`src/rtl/lfsr_cnt_pkg.sv`:
```
package lfsr_cnt_pkg;

    localparam int unsigned LC_WIDTH   = 11;
    localparam logic [LC_WIDTH-1:0] LC_TAPS = 11'h500;
    localparam logic [LC_WIDTH-1:0] LC_END  = 11'h7FF;

    typedef enum logic [1:0] {
        CS_IDLE  = 2'd0,
        CS_COUNT = 2'd1,
        CS_FIRE  = 2'd2
    } cnt_state_e;

endpackage

```
`src/rtl/lfsr_cnt_step.sv`:
```
module lfsr_cnt_step #(
    parameter int unsigned WIDTH = 11,
    parameter logic [WIDTH-1:0] TAPS = 11'h500
) (
    input  logic [WIDTH-1:0] cur_i,
    output logic [WIDTH-1:0] nxt_o
);

    logic out_bit;
    assign out_bit = cur_i[0];

    // Right shift; the bit leaving position 0 feeds the tapped positions.
    for (genvar b = 0; b < WIDTH; b++) begin : g_bit
        if (b == WIDTH - 1) begin : g_top
            assign nxt_o[b] = TAPS[b] & out_bit;
        end else begin : g_mid
            assign nxt_o[b] = cur_i[b+1] ^ (TAPS[b] & out_bit);
        end
    end

endmodule

```
`src/rtl/lfsr_cnt_datapath.sv`:
```
module lfsr_cnt_datapath #(
    parameter int unsigned WIDTH = 11,
    parameter logic [WIDTH-1:0] TAPS = 11'h500,
    parameter logic [WIDTH-1:0] END_STATE = 11'h7FF
) (
    input  logic             clk,
    input  logic             rst_n,
    input  logic             load_i,
    input  logic [WIDTH-1:0] load_state_i,
    input  logic             step_en_i,
    input  logic             reload_en_i,
    output logic             at_end_o,
    output logic             load_zero_o,
    output logic [WIDTH-1:0] cur_o,
    output logic [WIDTH-1:0] reload_o
);

    logic [WIDTH-1:0] work_q;
    logic [WIDTH-1:0] rel_q;
    logic [WIDTH-1:0] step_nxt;

    lfsr_cnt_step #(
        .WIDTH (WIDTH),
        .TAPS  (TAPS)
    ) u_step (
        .cur_i (work_q),
        .nxt_o (step_nxt)
    );

    always_ff @(posedge clk or negedge rst_n) begin
        if (!rst_n) begin
            work_q <= '0;
            rel_q  <= '0;
        end else if (load_i) begin
            work_q <= load_state_i;
            rel_q  <= load_state_i;
        end else if (reload_en_i) begin
            work_q <= rel_q;
        end else if (step_en_i) begin
            work_q <= step_nxt;
        end
    end

    assign at_end_o    = (work_q == END_STATE);
    assign load_zero_o = (load_state_i == '0);
    assign cur_o       = work_q;
    assign reload_o    = rel_q;

    AST_HOLD_WITHOUT_TICK: assert property (@(posedge clk) disable iff (!rst_n)
        (!load_i && !step_en_i && !reload_en_i) |=> $stable(work_q));

    AST_RELOAD_KEPT: assert property (@(posedge clk) disable iff (!rst_n)
        !load_i |=> $stable(rel_q));

endmodule

```
`src/rtl/lfsr_cnt_fsm.sv`:
```
module lfsr_cnt_fsm
    import lfsr_cnt_pkg::*;
(
    input  logic clk,
    input  logic rst_n,
    input  logic load_i,
    input  logic load_zero_i,
    input  logic tick_i,
    input  logic at_end_i,
    output logic step_en_o,
    output logic reload_en_o,
    output logic running_o,
    output logic term_o
);

    cnt_state_e state_q, state_d;

    always_comb begin
        state_d = state_q;
        if (load_i) begin
            state_d = load_zero_i ? CS_IDLE : CS_COUNT;
        end else begin
            unique case (state_q)
                CS_IDLE:  state_d = CS_IDLE;
                CS_COUNT: state_d = (tick_i && at_end_i) ? CS_FIRE : CS_COUNT;
                CS_FIRE:  state_d = (tick_i && at_end_i) ? CS_FIRE : CS_COUNT;
                default:  state_d = CS_IDLE;
            endcase
        end
    end

    always_ff @(posedge clk or negedge rst_n) begin
        if (!rst_n) state_q <= CS_IDLE;
        else        state_q <= state_d;
    end

    always_comb begin
        running_o   = 1'b0;
        term_o      = 1'b0;
        unique case (state_q)
            CS_IDLE:  running_o = 1'b0;
            CS_COUNT: running_o = 1'b1;
            CS_FIRE: begin
                running_o = 1'b1;
                term_o    = 1'b1;
            end
            default:  running_o = 1'b0;
        endcase
        step_en_o   = tick_i && running_o && !load_i && !at_end_i;
        reload_en_o = tick_i && running_o && !load_i &&  at_end_i;
    end

    AST_TERM_NEEDS_END_TICK: assert property (@(posedge clk) disable iff (!rst_n)
        $rose(term_o) |-> $past(tick_i && at_end_i && !load_i));

    AST_LOAD_BLOCKS_TERM: assert property (@(posedge clk) disable iff (!rst_n)
        load_i |=> !term_o);

    AST_IDLE_SILENT: assert property (@(posedge clk) disable iff (!rst_n)
        (state_q == CS_IDLE && !load_i) |=> (state_q == CS_IDLE && !term_o));

    AST_NO_TICK_NO_TERM: assert property (@(posedge clk) disable iff (!rst_n)
        !tick_i |=> !term_o);

endmodule

```
`src/rtl/lfsr_coarse_counter.sv`:
```
module lfsr_coarse_counter
    import lfsr_cnt_pkg::*;
#(
    parameter int unsigned WIDTH = LC_WIDTH,
    parameter logic [WIDTH-1:0] TAPS = LC_TAPS,
    parameter logic [WIDTH-1:0] END_STATE = LC_END
) (
    input  logic             clk,
    input  logic             rst_n,
    input  logic             load_i,
    input  logic [WIDTH-1:0] load_state_i,
    input  logic             cnt_en_i,
    output logic             term_o
);

    logic             at_end;
    logic             load_zero;
    logic             step_en;
    logic             reload_en;
    logic             running;
    logic [WIDTH-1:0] cur_state;
    logic [WIDTH-1:0] reload_state;

    lfsr_cnt_datapath #(
        .WIDTH     (WIDTH),
        .TAPS      (TAPS),
        .END_STATE (END_STATE)
    ) u_dp (
        .clk          (clk),
        .rst_n        (rst_n),
        .load_i       (load_i),
        .load_state_i (load_state_i),
        .step_en_i    (step_en),
        .reload_en_i  (reload_en),
        .at_end_o     (at_end),
        .load_zero_o  (load_zero),
        .cur_o        (cur_state),
        .reload_o     (reload_state)
    );

    lfsr_cnt_fsm u_fsm (
        .clk         (clk),
        .rst_n       (rst_n),
        .load_i      (load_i),
        .load_zero_i (load_zero),
        .tick_i      (cnt_en_i),
        .at_end_i    (at_end),
        .step_en_o   (step_en),
        .reload_en_o (reload_en),
        .running_o   (running),
        .term_o      (term_o)
    );

    AST_RUN_NEVER_ZERO: assert property (@(posedge clk) disable iff (!rst_n)
        running |-> (cur_state != '0));

    AST_FIRE_RELOADED: assert property (@(posedge clk) disable iff (!rst_n)
        term_o |-> (cur_state == reload_state));

    AST_STEP_NONZERO: assert property (@(posedge clk) disable iff (!rst_n)
        (running && cnt_en_i && !load_i) |=> (cur_state != '0));

endmodule

```
`config.mk`:
```
export PLATFORM = sky130hd
export DESIGN_NAME = lfsr_coarse_counter
export DESIGN_NICKNAME = d
export VERILOG_FILES = /design/src/rtl/lfsr_cnt_pkg.sv /design/src/rtl/lfsr_cnt_step.sv /design/src/rtl/lfsr_cnt_datapath.sv /design/src/rtl/lfsr_cnt_fsm.sv /design/src/rtl/lfsr_coarse_counter.sv
export SDC_FILE = /design/constraint.sdc
export NUM_CORES = 1
export LEC_CHECK = 0
export ABC_AREA = 1
export BUFFER_PORTS_ARGS = -buffer_cell sky130_fd_sc_hd__buf_4
export CAP_MARGIN = 40
export CORE_ASPECT_RATIO = 0.75
export CORE_UTILIZATION = 40
export DETAILED_ROUTE_END_ITERATION = 8
export PLACE_DENSITY = 0.65
export SLEW_MARGIN = 10
export SYNTH_ARGS = -nofsm -noshare
export SYNTH_HDL_FRONTEND = slang
export SYNTH_HIERARCHICAL = 1
export SYNTH_SLANG_ARGS = --single-unit
```
`constraint.sdc`:
```
create_clock -name clk -period 1.8 [get_ports clk]
set_input_delay 0.18 -clock clk [delete_from_list [all_inputs] [get_ports clk]]
set_output_delay 0.18 -clock clk [all_outputs]
set_load 0.02 [all_outputs]
```
**After elaboration in Yosys (flattened, before gate mapping)**

Cells that the tools add are included.

- Flip-flop bits (word level): 24
- Output and inout port bits: 1
- Word-level logic and storage cells: 26

- Equal/unequal tests: 3
- Mux-type cells: 9
- Bitwise logic cells: 1
- Reductions and logical operators: 10

Operators with widths:

| kind | number |
|---|---|
| $mux W11 | 3 |
| $eq A11 B11 Y1 const B | 1 |
| $logic_not A11 Y1 | 1 |
| $mux W2 | 3 |
| $logic_and A1 B1 Y1 | 5 |
| $mux W1 | 3 |
| $reduce_bool A3 Y1 | 1 |
| $eq A2 B1 Y1 const B | 1 |
| $eq A2 B2 Y1 const B | 1 |
| $logic_not A1 Y1 | 2 |
| $reduce_or A2 Y1 | 1 |
| $xor A1 B1 Y1 | 1 |

**Depth between registers and ports, before layout**

Gate-level depths: netlist (run 1).

- Depth after elaboration: 9
- Gate-level depth with buffers: 11

**Modules after synthesis**

The synthesis (run 1) kept the hierarchy.

By module, submodules not included:

| module | instances | cells an instance | area an instance (µm²) |
|---|---|---|---|
| lfsr_cnt_datapath | 1 | 160 | 1151.1 |
| lfsr_cnt_fsm | 1 | 17 | 117.6 |
| lfsr_cnt_step | 1 | 15 | 93.8 |

**Worst setup path before layout (run 1)**

OpenSTA, ideal clock, no wires.

- Kind: register to register
- From: reg u_fsm.state_q[0]
- To: reg u_dp.work_q[10] (netlist: u_dp/cur_o[10])
- Library setup time: 0.117 ns
- Data arrival time: 1.516 ns
- Required time: 1.683 ns
- Slack: 0.167 ns
- Cell stages (with the launch flop): 12
- Buffers on the path: 1
- Clock period less this slack: 1.633 ns
- Path through: dfrtp_1 -> inv_1 -> ha_1 -> nor2_2 -> inv_2 -> nor2_1 -> nor2_1 -> buf_4 -> nand3_1 -> nand2_1 -> inv_1 -> nand2_1

- Longest elaborated chain between the ends: 8

Ends and longest elaborated chain:

| element | line | RTL |
|---|---|---|
| start: declaration | lfsr_cnt_fsm.sv:16 | `cnt_state_e state_q, state_d;` |
| start signal: assignment | lfsr_cnt_fsm.sv:34 | `else state_q <= state_d;` |
| $eq A2 B1 Y1 / $eq A2 B2 Y1 (equally long branches) | lfsr_cnt_fsm.sv:40 | `unique case (state_q)` |
| $reduce_or A2 Y1 (no source line) * | -- |  |
| $mux W1 * | lfsr_cnt_fsm.sv:40 |  |
| $logic_and A1 B1 Y1 * (3 in series) | lfsr_cnt_fsm.sv:50 | `reload_en_o = tick_i && running_o && !load_i && at_end_i;` |
| named net reload_en | lfsr_coarse_counter.sv:19 | `logic reload_en;` |
| $mux W11 | lfsr_cnt_datapath.sv:37 | `end else if (reload_en_i) begin` |
| $mux W11 | lfsr_cnt_datapath.sv:34 | `end else if (load_i) begin` |
| end signal: assignment | lfsr_cnt_datapath.sv:35 | `work_q <= load_state_i;` |
| end signal: assignment | lfsr_cnt_datapath.sv:38 | `work_q <= rel_q;` |
| end signal: assignment | lfsr_cnt_datapath.sv:40 | `work_q <= step_nxt;` |
| end: declaration | lfsr_cnt_datapath.sv:18 | `logic [WIDTH-1:0] work_q;` |

Mark *: on every way through the listed nets, which the timed path passes. The rest lies on a longest branch.
A chain may end at the register's enable or synchronous reset.

**Final worst setup path (run 1)**

- From: reg u_fsm.state_q[0]
- To: reg u_dp.work_q[7] (netlist: u_dp/cur_o[7])

RTL lines:

| element | line | RTL |
|---|---|---|
| $eq A2 B1 Y1 / $eq A2 B2 Y1 (equally long branches) | lfsr_cnt_fsm.sv:40 |  |
| $reduce_or A2 Y1 (no source line) * | -- |  |
| $mux W1 * | lfsr_cnt_fsm.sv:40 |  |
| $logic_and A1 B1 Y1 * (3 in series) | lfsr_cnt_fsm.sv:49 | `step_en_o = tick_i && running_o && !load_i && !at_end_i;` |
| named net step_en | lfsr_coarse_counter.sv:18 | `logic step_en;` |
| $reduce_bool A3 Y1 (no source line) * | -- |  |

Marked as above.

==> results of run 1 <==
==> cells in the final DEF, fill, tap and decap left out, types with 2 or more instances in the layout <==
master and instances:
nand2_1 50, inv_1 33, dfrtp_1 24, buf_4 23
nand3_1 20, nor2_1 12, o21ai_0 12, a21oi_1 8
o21ai_1 6, clkbuf_8 3, nand4_1 2, inv_2 2
nor2_2 2
==> power breakdown <==
group	switching (mW)	leakage, nW	internal, mW
registers	0.0359	0.286	0.596
logic	0.133	0.535	0.0997
clock network	0.165	0.0216	0.150
==> cell type report <==
class	instances	area, sq um
fillers	309	1570
inverters	35	131
repair buffers	24	183
clock buffers	3	41.3
multi-input cells	115	515
flip-flops and latches	24	601
well taps	38	47.5
==> final timing paths <==
path	from	end	slack, ns
min in group asynchronous	rst_n	u_dp/reload_o[6]$_DFFE_PN0P_	0.35
max	u_fsm/state_q[0]$_DFF_PN0_	u_dp/cur_o[7]$_DFFE_PN0P_	0.18
min reg2reg	u_dp/reload_o[10]$_DFFE_PN0P_	u_dp/reload_o[10]$_DFFE_PN0P_	0.53
max in group asynchronous	rst_n	u_dp/cur_o[6]$_DFFE_PN0P_	1.20
max reg2reg	u_fsm/state_q[0]$_DFF_PN0_	u_dp/cur_o[7]$_DFFE_PN0P_	0.18
min	load_state_i[5]	u_dp/reload_o[5]$_DFFE_PN0P_	0.15
==> worst reg2reg max path, delay by kind of cell, from the launching register on <==
kind,cells,cell delay (ns)
buffers and inverters,4,0.42
flip-flops,1,0.33
adder cells (fa/ha/maj),1,0.29
AND/OR/NAND/NOR,2,0.21
AO/OA/AOI/OAI,2,0.25
==> repair_timing <==
| item | in CTS | in global routing |
|---|---|---|
| hold buffers | 1 | 0 |
| endpoints found under the hold margin | 24 | 0 |
| setup buffers | 0 | 2 |
| resized for setup | 0 | 2 |
| endpoints found under the setup margin | 0 | 11 |
==> state kept, by name (all words and copies together) (netlist names) <==
signal         flops
u_fsm/state_q      2
u_dp/reload_o     11
u_dp/cur_o        11
==> routing by layer <==
metal | vias up | global-route usage
li1 | 601 | -
met1 | 541 | 0.252
met2 | 31 | 0.293
met3 | 6 | 0.0519
met4 | 0 | 0.0646
met5 | - | 0
==> impl_results.md, run 1 <==
* Worst-skew pair later-pin latency at 0.26 ns
* Crit path largest cell delay at roughly 0.33 ns
* Max cap viols at 0
* Detailed Route Iter0 Violations at 82
* Max-slew headroom at 0.719
* Crit path DAT at 1.77 ns
* Worst vdd ir at around 380 uV
* Vias at 1,179
* Metal-1 WL at 1.44 mm
* Setup CP Type: reg -> reg
* Diode count at 0
* Initial antenna violation count at 0
* WP depth at 9
* First-pass GRT wire length at 5.21 mm
* Final count of hold timing violations at 0
* Worst endpoint required time at between 1.5 and 2 ns
* CTS tree: built
* Initial Util at 0.441
* Max clock buf depth at 2
* CP Cell Sequence: inv_1 -> ha_1 -> nor2_2 -> inv_2 -> nor2_1 -> inv_1 -> buf_4 -> a21oi_1 -> a21oi_1
* Total grt overflow at 0
* Startpoint class of the critical path: flop
* Min cycle time layout at 1.62 ns
* RSZ-0062 raised after global routing: no
* Total GRT Usage at 0.188
* DR top layer: met4
* Number of placed instances with taps included at 233
* Wire per inst at 12.4 microns
* Antenna-violating nets left at 0
* Non-filler instance count after layout at approximately 240
* TNS Setup at 0 ns
* Wirelength, routed at about 3 mm
* Pwr Density at 776 nW/um^2
* Final Skew at 0.00308 ns
* CTS buffer count at 3
* H-Tree Level Count at 1
* DP Area at 1450 sq um
* DR WL met3 at 153 microns
* Share of cells above drive strength 1 at 0.154
* DRC at 0
* Leak pwr at 0.842 nW
* Area Growth Syn to Fin at 11.8%
* Final Util at 0.492
* Via density at 4.93
* Worst-margin pin slew at 0.421 ns
* Final Wtd Congestion at about 0.8
* CP top delay family: buffers and inverters
* Mapped cell area at 1360 sq um
* CP bufs+invs at 4
* Critical Path Fanout Max at 7
* # nets final at 219
* Post-synthesis cell count at 191
* Root buffer selected by CTS: clkbuf_8
* Clock Pin Slew Worst Setup and Hold Paths at approximately 0.08 ns
* Post-Syn Area per Cell at 7.11 sq um
* Final setup viols at 0
* Ports at 16
* Post-route cell area at 1520 sq um
* Design Power at 1.18 mW
* CTS sink count at 24
* Die Area at about 3600 sq um
* Status: complete, no violations
* Max Freq at between 600 and 700 MHz
* Pins Over Slew Limit at 0
* Core area at 3080 sq um
* Min-Delay Path Class: in -> reg
* Final setup margin at 0.180 ns
* Post-DP HPWL at 2.14 mm
* Hold WS at 0.154 ns
* Row cnt at 17
* Number of cells on the worst hold path at 3
* Die Y at ~52 microns
* Post-Syn Nets at 207
* Slowest CP cell: dfrtp_1
* Largest net degree at the start of global routing at 27
* Period utilisation layout at 0.900
* Die W at slightly below 70 microns
* Crit end category: flop
* Number of global-route vias before repair at 1,105
* Port Buf Inserts at 15
* Dpl ws at 0.0851 ns
* DR pass1 iterations at 4
* Cell depth of the worst flop-to-flop path at 9
* Wire length on met2 at between 1 and 1.5 mm
* Yosys warnings at 6
No activity file was read; power rests on OpenSTA's default activity.
==> run 2, diff against run 1 <==
- CORE_UTILIZATION: 40 -> 35
- PLACE_DENSITY: 0.65 -> 0.59
==> impl_results.md, run 2 (same netlist as run 1, synthesis figures left out) <==
* First-pass GRT wire length at 5.03 mm
* Final setup viols at 0
* Pins Over Slew Limit at 0
* Max Freq at approximately 610 MHz
* Vias at 1,143
* Worst-skew pair later-pin latency at 0.27 ns
* Antenna-violating nets left at 0
* Final Skew at 0.00691 ns
* Worst vdd ir at 465 uV
* Number of placed instances with taps included at between 200 and 300
* Clock Pin Slew Worst Setup and Hold Paths at 0.09 ns
* Highest-count cells in the layout ignoring fill and taps: nand2_1 (50), inv_1 (33), buf_4 (24), dfrtp_1 (24), nand3_1 (20)
* CP Cell Sequence: nand4_1 -> nor3_2 -> nand2_1 -> nor2_2 -> nor2_2 -> buf_4 -> a21oi_1 -> a21oi_2
* Max cap viols at 0
* Share of cells above drive strength 1 at 0.172
* Die W at 73.9 microns
* H-Tree Level Count at 1
* Leak pwr at 0.855 nW
* Ports at 16
* Min cycle time layout at 1.65 ns
* CTS tree: built
* Crit path largest cell delay at about 0.4 ns
* Status: complete, no violations
* CP top delay family: simple AND/OR/NAND/NOR gates
* TNS Setup at 0 ns
* Wire per inst at 11.6 microns
* Non-filler instance count after layout at roughly 260
* DRC at 0
* Number of global-route vias before repair at 1,052
* # nets final at 220
* Min-Delay Path Class: in -> reg
* Post-CTS Setup Inserts at 0
* Worst-margin pin slew at 0.409 ns
* Area Growth Syn to Fin at 15.1%
* Final Wtd Congestion at 0.805
* Largest net degree at the start of global routing at 26
* Core area at 3680 sq um
* CP most frequent cell: nor2_2
* Max clock buf depth at 2
* Port Buf Inserts at 15
* Row cnt at 19
* Setup CP Type: reg -> reg
* Pwr Density at 794 nW/um^2
* Total grt overflow at 0
* Period utilisation layout at 0.918
* Final count of hold timing violations at 0
* CTS buffer count at 3
* Crit end category: flop
* Commonest non-fill, non-tap cell in the layout: nand2_1
* DR pass1 iterations at 4
* Total GRT Usage at 0.161
* Initial Util at 0.369
* Startpoint class of the critical path: flop
* Root buffer selected by CTS: clkbuf_8
* Via density at 4.48
* Critical Path Fanout Max at 7
* Max-slew headroom at 0.727
* Slowest CP cell: dfrtp_1
* Diode count at 0
* Crit path DAT at 1.81 ns
* CTS sink count at 24
* Detailed Route Iter0 Violations at 39
* Die Area at 4140 sq um
* CP bufs+invs at 1
* Initial antenna violation count at 0
* Wirelength, routed at 2.96 mm
* Die Y at between 50 and 60 microns
* Worst endpoint required time at between 1.5 and 2 ns
* Post-DP HPWL at 2.15 mm
==> run 2: cell types whose count changed in the layout (fill, tap and decap cells not counted) <==
cell | before | now
a21oi_1 | 8 | 7
buf_4 | 23 | 24
nor2_2 | 2 | 3
nor2_1 | 12 | 11
clkbuf_8 | 3 | 4
a21oi_2 | 0 | 1
==> run 2: cell type report <==
type,instances,area [sq um]
Multi-Input combinational cell,115,522
Fill cell,405,2120
Clock buffer,4,55.1
Inverter,35,131
Sequential cell,24,601
Timing Repair Buffer,25,190
Tap cell,52,65.1
==> run 2: tightest hold or removal path: stages <==
cell,delay [ns]
buf_4,0.09
nand2_1,0.05
o21ai_0,0.06
==> run 2: path summary, 6_finish.rpt <==
path | from | endpoint | slack, ns | depth (start not counted)
max in group asynchronous | rst_n | u_dp/cur_o[2]$_DFFE_PN0P_ | 1.21 | 2
min in group asynchronous | rst_n | u_dp/reload_o[5]$_DFFE_PN0P_ | 0.35 | 2
setup / recovery | u_dp/cur_o[7]$_DFFE_PN0P_ | u_dp/cur_o[7]$_DFFE_PN0P_ | 0.15 | 8
hold reg to reg | u_dp/reload_o[4]$_DFFE_PN0P_ | u_dp/reload_o[4]$_DFFE_PN0P_ | 0.53 | 2
hold / removal | load_state_i[8] | u_dp/reload_o[8]$_DFFE_PN0P_ | 0.15 | 3
setup reg to reg | u_dp/cur_o[7]$_DFFE_PN0P_ | u_dp/cur_o[7]$_DFFE_PN0P_ | 0.15 | 8
==> run 2: timing repair <==
item,4_1_cts,5_1_grt
endpoints found under the setup margin,1,11
resized for setup,1,3
hold buffers,1,0
pin swaps,0,1
hold endpoints to repair,24,0
==> run 2: power breakdown <==
group / internal (mW) / switching [mW] / leakage, nW
Clock: 0.195 / 0.173 / 0.0288
Sequential: 0.596 / 0.0347 / 0.286
Combinational: 0.105 / 0.137 / 0.540
Total: 0.897 / 0.345 / 0.855
==> run 2: stage by stage <==
| stage | util | setup WS [ns] | power [mW] | instance area (sq um) | hold slack, ns |
|---|---|---|---|---|---|
| after floorplan | - | 0.171 | 0.820 | 1360 | -0.116 |
| after global placement | 0.403 | 0.0857 | 0.877 | 1490 | 0.103 |
| after detailed placement | 0.403 | 0.0395 | 0.879 | 1490 | 0.102 |
| after CTS | 0.421 | 0.0503 | 1.26 | 1550 | 0.149 |
| after global routing | 0.424 | -0.0145 | 1.33 | 1560 | 0.166 |
| final | 0.424 | 0.148 | 1.24 | 1560 | 0.151 |
==> run 2: metal layers <==
layer | global-route usage | part of all wire | wire length, microns | vias to the layer above
met4 | 0.0247 | 0.0034 | 10 | 0
met5 | 0 | 0 | 0 | -
met3 | 0.0399 | 0.063 | 186 | 2
li1 | - | - | - | 599
met2 | 0.232 | 0.43 | 1270 | 31
met1 | 0.246 | 0.50 | 1490 | 511
